### config.mk
export PLATFORM = sky130hd
export DESIGN_NAME = rd_cpl_splitter
export DESIGN_NICKNAME = d
export VERILOG_FILES = /design/src/rtl/rcs_pkg.sv /design/src/rtl/rcs_req_fifo.sv /design/src/rtl/rcs_chunker.sv /design/src/rtl/rd_cpl_splitter.sv
export SDC_FILE = /design/constraint.sdc
export NUM_CORES = 1
export LEC_CHECK = 0
export ABC_AREA = 1
export BUFFER_PORTS_ARGS = -buffer_cell sky130_fd_sc_hd__buf_2
export CAP_MARGIN = 20
export CELL_PAD_IN_SITES_DETAIL_PLACEMENT = 0
export CELL_PAD_IN_SITES_GLOBAL_PLACEMENT = 2
export CORE_UTILIZATION = 33
export CTS_CLUSTER_SIZE = 14
export DETAILED_ROUTE_END_ITERATION = 8
export GPL_TIMING_DRIVEN = 0
export PLACE_DENSITY = 0.81
export SYNTH_ARGS = -nofsm -noshare
export SYNTH_HDL_FRONTEND = slang
export SYNTH_SLANG_ARGS = --single-unit
### constraint.sdc
create_clock -name clk -period 4.8 [get_ports clk]
set_input_delay 0.72 -clock clk [delete_from_list [all_inputs] [get_ports clk]]
set_output_delay 0.72 -clock clk [all_outputs]
set_load 0.05 [all_outputs]
### src/rtl/rcs_pkg.sv
package rcs_pkg;

   typedef enum logic [1:0] {
      ST_IDLE = 2'd0,
      ST_HDR  = 2'd1,
      ST_DATA = 2'd2
   } rcs_state_e;

   // payload limit in bytes for a configuration code
   function automatic int unsigned mps_bytes(input logic [1:0] code);
      case (code)
         2'd1:    return 256;
         2'd2:    return 512;
         default: return 128;
      endcase
   endfunction

endpackage

### src/rtl/rcs_req_fifo.sv
module rcs_req_fifo #(
   parameter int W     = 8,
   parameter int DEPTH = 4
) (
   input  logic         clk,
   input  logic         rst_n,
   input  logic         push,
   input  logic [W-1:0] din,
   output logic         full,
   input  logic         pop,
   output logic [W-1:0] dout,
   output logic         empty
);
   localparam int AW = (DEPTH > 1) ? $clog2(DEPTH) : 1;
   localparam int CW = $clog2(DEPTH + 1);

   if (DEPTH < 2 || (DEPTH & (DEPTH - 1)) != 0) begin : g_bad_depth
      $error("rcs_req_fifo: DEPTH must be a power of two, at least 2");
   end

   logic [W-1:0]  mem [DEPTH];
   logic [AW-1:0] wr_ptr, rd_ptr;
   logic [CW-1:0] count;

   assign full  = (count == CW'(DEPTH));
   assign empty = (count == '0);
   assign dout  = mem[rd_ptr];

   always_ff @(posedge clk) begin
      if (!rst_n) begin
         wr_ptr <= '0;
         rd_ptr <= '0;
         count  <= '0;
      end else begin
         if (push && !full) begin
            mem[wr_ptr] <= din;
            wr_ptr      <= wr_ptr + 1'b1;
         end
         if (pop && !empty) rd_ptr <= rd_ptr + 1'b1;
         case ({push && !full, pop && !empty})
            2'b10:   count <= count + 1'b1;
            2'b01:   count <= count - 1'b1;
            default: count <= count;
         endcase
      end
   end

   assert_no_overflow_R1: assert property (@(posedge clk) disable iff (!rst_n)
      full |=> (count == $past(count)) || (count == $past(count) - 1'b1));

   assert_no_underflow_R6: assert property (@(posedge clk) disable iff (!rst_n)
      empty |=> !full);

endmodule

### src/rtl/rcs_chunker.sv
module rcs_chunker
   import rcs_pkg::*;
#(
   parameter int TAG_W  = 8,
   parameter int LEN_W  = 10,
   parameter int DATA_W = 32
) (
   input  logic              clk,
   input  logic              rst_n,
   input  logic              head_valid,
   input  logic [TAG_W-1:0]  head_tag,
   input  logic [LEN_W-1:0]  head_len,
   input  logic              head_ok,
   input  logic [1:0]        head_mps,
   output logic              head_pop,
   input  logic              rd_valid,
   output logic              rd_ready,
   input  logic [DATA_W-1:0] rd_data,
   output logic              cpl_valid,
   input  logic              cpl_ready,
   output logic [TAG_W-1:0]  cpl_tag,
   output logic [LEN_W-1:0]  cpl_bcount,
   output logic [LEN_W-1:0]  cpl_plen,
   output logic              cpl_abort,
   output logic              pay_valid,
   input  logic              pay_ready,
   output logic [DATA_W-1:0] pay_data,
   output logic              pay_last
);
   localparam int BEAT_B = DATA_W / 8;
   localparam int BSH    = $clog2(BEAT_B);

   rcs_state_e       st;
   logic [LEN_W-1:0] rem, mps_b, beats, chunk;
   logic [TAG_W-1:0] tag_q;
   logic             ok_q;

   always_comb begin
      if (!ok_q)             chunk = '0;
      else if (rem < mps_b)  chunk = rem;
      else                   chunk = mps_b;
   end

   assign cpl_valid  = (st == ST_HDR);
   assign cpl_tag    = tag_q;
   assign cpl_bcount = rem;
   assign cpl_plen   = chunk;
   assign cpl_abort  = !ok_q;

   assign pay_valid = (st == ST_DATA) && rd_valid;
   assign rd_ready  = (st == ST_DATA) && pay_ready;
   assign pay_data  = rd_data;
   assign pay_last  = (beats == LEN_W'(1));

   logic beat_go, last_go;
   assign beat_go = pay_valid && pay_ready;
   assign last_go = beat_go && pay_last;

   always_comb begin
      head_pop = 1'b0;
      if (st == ST_HDR && cpl_ready && !ok_q) head_pop = 1'b1;
      if (last_go && rem == chunk)            head_pop = 1'b1;
   end

   always_ff @(posedge clk) begin
      if (!rst_n) begin
         st    <= ST_IDLE;
         rem   <= '0;
         mps_b <= '0;
         beats <= '0;
         tag_q <= '0;
         ok_q  <= 1'b0;
      end else begin
         case (st)
            ST_IDLE: if (head_valid) begin
               rem   <= head_len;
               tag_q <= head_tag;
               ok_q  <= head_ok;
               mps_b <= LEN_W'(mps_bytes(head_mps));
               st    <= ST_HDR;
            end
            ST_HDR: if (cpl_ready) begin
               if (!ok_q) begin
                  st <= ST_IDLE;
               end else begin
                  beats <= chunk >> BSH;
                  st    <= ST_DATA;
               end
            end
            ST_DATA: if (beat_go) begin
               beats <= beats - 1'b1;
               if (pay_last) begin
                  rem <= rem - chunk;
                  st  <= (rem == chunk) ? ST_IDLE : ST_HDR;
               end
            end
            default: st <= ST_IDLE;
         endcase
      end
   end

   assert_hdr_hold_R9: assert property (@(posedge clk) disable iff (!rst_n)
      cpl_valid && !cpl_ready |=> cpl_valid && $stable(cpl_tag) && $stable(cpl_bcount)
                                  && $stable(cpl_plen) && $stable(cpl_abort));

   assert_chunk_fits_R2: assert property (@(posedge clk) disable iff (!rst_n)
      cpl_valid && !cpl_abort |-> cpl_plen != '0 && cpl_plen <= cpl_bcount);

   assert_abort_empty_R5: assert property (@(posedge clk) disable iff (!rst_n)
      cpl_valid && cpl_abort && cpl_ready |=> !pay_valid && !rd_ready);

   assert_beat_excl_R7: assert property (@(posedge clk) disable iff (!rst_n)
      !(pay_valid && cpl_valid));

   assert_reset_idle_R8: assert property (@(posedge clk)
      !rst_n |=> !cpl_valid && !pay_valid);

endmodule

### src/rtl/rd_cpl_splitter.sv
module rd_cpl_splitter #(
   parameter int TAG_W   = 8,
   parameter int MAX_LEN = 512,
   parameter int DATA_W  = 32,
   parameter int QDEPTH  = 4,
   localparam int LEN_W  = $clog2(MAX_LEN) + 1
) (
   input  logic              clk,
   input  logic              rst_n,
   input  logic [1:0]        cfg_mps,
   input  logic              req_valid,
   output logic              req_ready,
   input  logic [TAG_W-1:0]  req_tag,
   input  logic [LEN_W-1:0]  req_len,
   input  logic              req_ok,
   input  logic              rd_valid,
   output logic              rd_ready,
   input  logic [DATA_W-1:0] rd_data,
   output logic              cpl_valid,
   input  logic              cpl_ready,
   output logic [TAG_W-1:0]  cpl_tag,
   output logic [LEN_W-1:0]  cpl_bcount,
   output logic [LEN_W-1:0]  cpl_plen,
   output logic              cpl_abort,
   output logic              pay_valid,
   input  logic              pay_ready,
   output logic [DATA_W-1:0] pay_data,
   output logic              pay_last
);
   localparam int ENT_W = TAG_W + LEN_W + 3;

   if (MAX_LEN < 512) begin : g_bad_len
      $error("rd_cpl_splitter: MAX_LEN must cover the largest payload limit");
   end
   if (DATA_W < 8 || (DATA_W & (DATA_W - 1)) != 0) begin : g_bad_data
      $error("rd_cpl_splitter: DATA_W must be a power of two bytes");
   end

   logic             q_full, q_empty, q_pop;
   logic [ENT_W-1:0] q_din, q_dout;

   assign req_ready = !q_full;
   assign q_din     = {cfg_mps, req_ok, req_len, req_tag};

   rcs_req_fifo #(.W(ENT_W), .DEPTH(QDEPTH)) u_queue (
      .clk   (clk),
      .rst_n (rst_n),
      .push  (req_valid),
      .din   (q_din),
      .full  (q_full),
      .pop   (q_pop),
      .dout  (q_dout),
      .empty (q_empty)
   );

   rcs_chunker #(.TAG_W(TAG_W), .LEN_W(LEN_W), .DATA_W(DATA_W)) u_chunk (
      .clk        (clk),
      .rst_n      (rst_n),
      .head_valid (!q_empty),
      .head_tag   (q_dout[TAG_W-1:0]),
      .head_len   (q_dout[TAG_W +: LEN_W]),
      .head_ok    (q_dout[TAG_W+LEN_W]),
      .head_mps   (q_dout[ENT_W-1 -: 2]),
      .head_pop   (q_pop),
      .rd_valid   (rd_valid),
      .rd_ready   (rd_ready),
      .rd_data    (rd_data),
      .cpl_valid  (cpl_valid),
      .cpl_ready  (cpl_ready),
      .cpl_tag    (cpl_tag),
      .cpl_bcount (cpl_bcount),
      .cpl_plen   (cpl_plen),
      .cpl_abort  (cpl_abort),
      .pay_valid  (pay_valid),
      .pay_ready  (pay_ready),
      .pay_data   (pay_data),
      .pay_last   (pay_last)
   );

   assert_full_block_R1: assert property (@(posedge clk) disable iff (!rst_n)
      !req_ready && !cpl_valid && !pay_valid |=> !req_ready);

endmodule

==> flow_metrics.tcl <==
set metrics [dict create \
    status "finished, violations left" \
    violations "design-rule violations" \
    pwr-share-clk_pct 28.1 \
    routedWlPerCell_um 15.27 \
    slew_headroom_pct 57.94 \
    synthArstFlopShare_pct 0 \
    tns_ns 0 \
    p_switching_mw 1.782 \
    core_area_sq_um 18090 \
    p_sw_share_pct 42.15 \
    required_ns 5.09 \
    syn_to_final_growth_pct 23.17 \
    ys_ff_latch 127 \
    final.setup_skew_ns 0.007866 \
    numCtsBuffers 17 \
    maxSlewViolCount 0 \
    grt_pass1_wl_mm 24.49 \
    cts_root_buf "clkbuf_16" \
    hp-class "reg2reg" \
    post_dp_cell_area_sq_um 6985 \
    path_clk_slew_ns 0.06 \
    avgSynthCellArea_sq_um 9.105 \
    max_freq_ghz 0.2361 \
    syn_nets 753 \
    worst_pin_slew_ns 0.6303 \
    cts_tree "built" \
    die_area_sq_um 19090 \
    ioPinCount 125 \
    grt_max_degree 17 \
    crit_type "reg2reg" \
    clockBufferDepth 2 \
    ant_nets 0 \
    diodes 0 \
    portBuffers 92 \
    dominantRegCellSynth "edfxtp_1" \
    fin_nets 868 \
    gr-total-overflow 0 \
    drc 42 \
    insertion_delay_ns 0.41 \
    die_y_um 138.2 \
    cts_sinks 127 \
    viasPerCell 4.771 \
    irDropWorstVdd_v 0.0002690 \
    synth.distinct_cells 33 \
    yosysWarnings 0 \
    vias 4909 \
    pwr_density_cell_nw_per_um2 561.0 \
    cp-end-kind "flop" \
    setup_viol 0 \
    detail_route.wirelength_mm 15.71 \
    grt_usage_pct 16.69 \
    cp_max_fo 9 \
    dr.pass1.iters 7 \
    fin_area_sq_um 7536 \
    rows 49 \
    min_period_ns 4.236 \
    initial_core_util_pct 33.83 \
    place_hpwl_mm 11.39 \
    hold_viol 0 \
    htreeDepth 4 \
    combPwrFrac_pct 39.3 \
    leakagePower_nw 3.262 \
    antenna_found_initial 2 \
    syn_inst 672 \
    netlist_area_sq_um 6118 \
    seq_power_share_pct 32.6 \
    synth-edff-count 84 \
    grt_pass1_vias 4689 \
    ys_seq_area_share_pct 55.30 \
    critPathArrivalTime_ns 4.53 \
    rsz0062_at_grt "no" \
    p_int_mw 2.446 \
    timing.hold.ws_ns 0.4848 \
    gp_congestion 0.8081 \
    final_layout_size_suffix_gt1_share_pct 22.13 \
    dieWidth_um 138.2 \
    maxCapViolCount 0 \
    drtIter0Drc 340 \
    cts.hold.buffers_added 0 \
    critPathLaunchType "flop" \
    min_period_over_period_pct 88.24 \
]
## synth_stat cells, drive strengths merged (7+ instances only)
master	n	area (sq um)
nand3	22	115.1
nand2	97	364.1
o21ai	77	385.4
edfxtp	84	2522
buf	41	289.0
clkbuf	13	48.80
a21oi	52	260.3
nor2	91	349.1
nor3	7	35.03
a31oi	14	87.58
inv	83	311.5
dfxtp	43	860.8
ha	20	250.2
## sequential cells by signal, summed over array words and instances, names as in the netlist, named ones only
register,count
u_queue.wr_ptr,2
u_queue.mem,84
u_queue.rd_ptr,2
u_chunk.cpl_tag,8
u_chunk.cpl_bcount,10
u_chunk.mps_b,3
u_queue.count,3
u_chunk.ok_q,1
u_chunk.st,2
u_chunk.beats,10
## area by class of cell
| class | count | area [sq um] |
|---|---|---|
| clock inverters | 13 | 102.6 |
| inverters | 84 | 315.3 |
| clock buffers | 19 | 442.9 |
| fillers | 1773 | 10550 |
| flip-flops and latches | 127 | 3383 |
| repair buffers | 96 | 570.5 |
| multi-input cells | 407 | 2097 |
| plain buffers | 54 | 337.8 |
| well taps | 229 | 286.5 |
## cell usage in the layout, fill, tap and decap left out, types with 3 or more instances in the layout
cell       synthesis  routed
nand3_1           21      21
clkbuf_1          13      14
buf_2              6      98
nor3_1             7       6
nor2_2             0       4
inv_1             79      79
o22ai_1            4       4
xor2_1             3       3
buf_4             32      32
nand4_1            4       4
ha_1              20      20
o211ai_1           3       3
clkbuf_16          0      17
nand2_1           97      97
o21ai_0           76      76
a31oi_1           14      14
edfxtp_1          84      84
inv_2              4       4
inv_6              0       6
o21bai_1           4       4
dfxtp_1           43      43
nor2_1            90      86
a21oi_1           52      52
buf_16             0       4
## power groups by stage
stage          logic, mW  registers (mW)  clock network (mW)
2_1_floorplan       1.04            1.57                   0
3_3_place_gp        1.64            1.40                   0
3_5_place_dp        1.66            1.40                   0
4_1_cts             1.66            1.38                1.21
5_1_grt             1.84            1.39                1.26
6_report            1.66            1.38                1.19
## metal layers
layer / global-route usage (%) / part of all wire [%] / vias to the layer above
met1: 20.35 / 45 / 2266
met4: 5.027 / 0.96 / 4
met3: 4.641 / 5.8 / 16
met2: 28.71 / 48 / 157
met5: 0 / 0.14 / -
li1: - / - / 2466
## cell families after synthesis
kind of cell / share of synthesized area, %
buffers and inverters: 10.67
DFF: 55.30
adders and majority gates: 4.744
xor gates and xnor gates: 0.4295
and+or+nand+nor: 15.07
AOI/OAI and AO/OA: 13.78
## worst paths after layout
| path | startpoint | endpoint | slack [ns] | cells past startpoint |
|---|---|---|---|---|
| worst max register to register | u_chunk.cpl_bcount[9] | u_queue.count[2] | 0.56 | 25 |
| worst min register to register | u_queue.count[2] | u_queue.count[2] | 0.48 | 2 |
| worst min-delay path | u_queue.count[2] | u_queue.count[2] | 0.48 | 2 |
| worst max-delay path | u_chunk.cpl_bcount[9] | u_queue.count[2] | 0.56 | 25 |
## stage by stage
step / power, mW / util [%] / cells / worst slack (ns)
final: 4.228 / 41.67 / 1029 / 0.5644
after global routing: 4.493 / 41.67 / 1029 / 0.1158
after CTS: 4.254 / 41.64 / 1029 / 0.4042
after detailed placement: 3.057 / 38.62 / 997 / 0.4136
after global placement: 3.039 / 37.96 / 993 / 0.4917
after floorplan: 2.612 / - / 672 / 0.3495
## what timing repair did
action	4_1_cts	5_1_grt
setup endpoints to repair	0	1
gates resized for setup	0	1
buffers inserted	0	0
## worst max-delay path, stage by stage, from the launching register on
cell and delay [ns]:
dfxtp_1 0.45, ha_1 0.29, nand2_1 0.09, nand2_1 0.06
inv_1 0.05, nand2_1 0.09, inv_1 0.09, nand2_1 0.25
nor2_1 0.27, inv_1 0.08, ha_1 0.34, nand2_1 0.10
nor2_1 0.16, nand2_1 0.09, nor3_2 0.23, nand3_1 0.13
nand2_1 0.10, nand2_1 0.12, inv_1 0.08, ha_1 0.13
inv_1 0.06, fa_1 0.38, a21oi_1 0.14, o21ai_0 0.11
o21ai_0 0.18, a21oi_1 0.05
No activity file was read; power rests on OpenSTA's default activity.
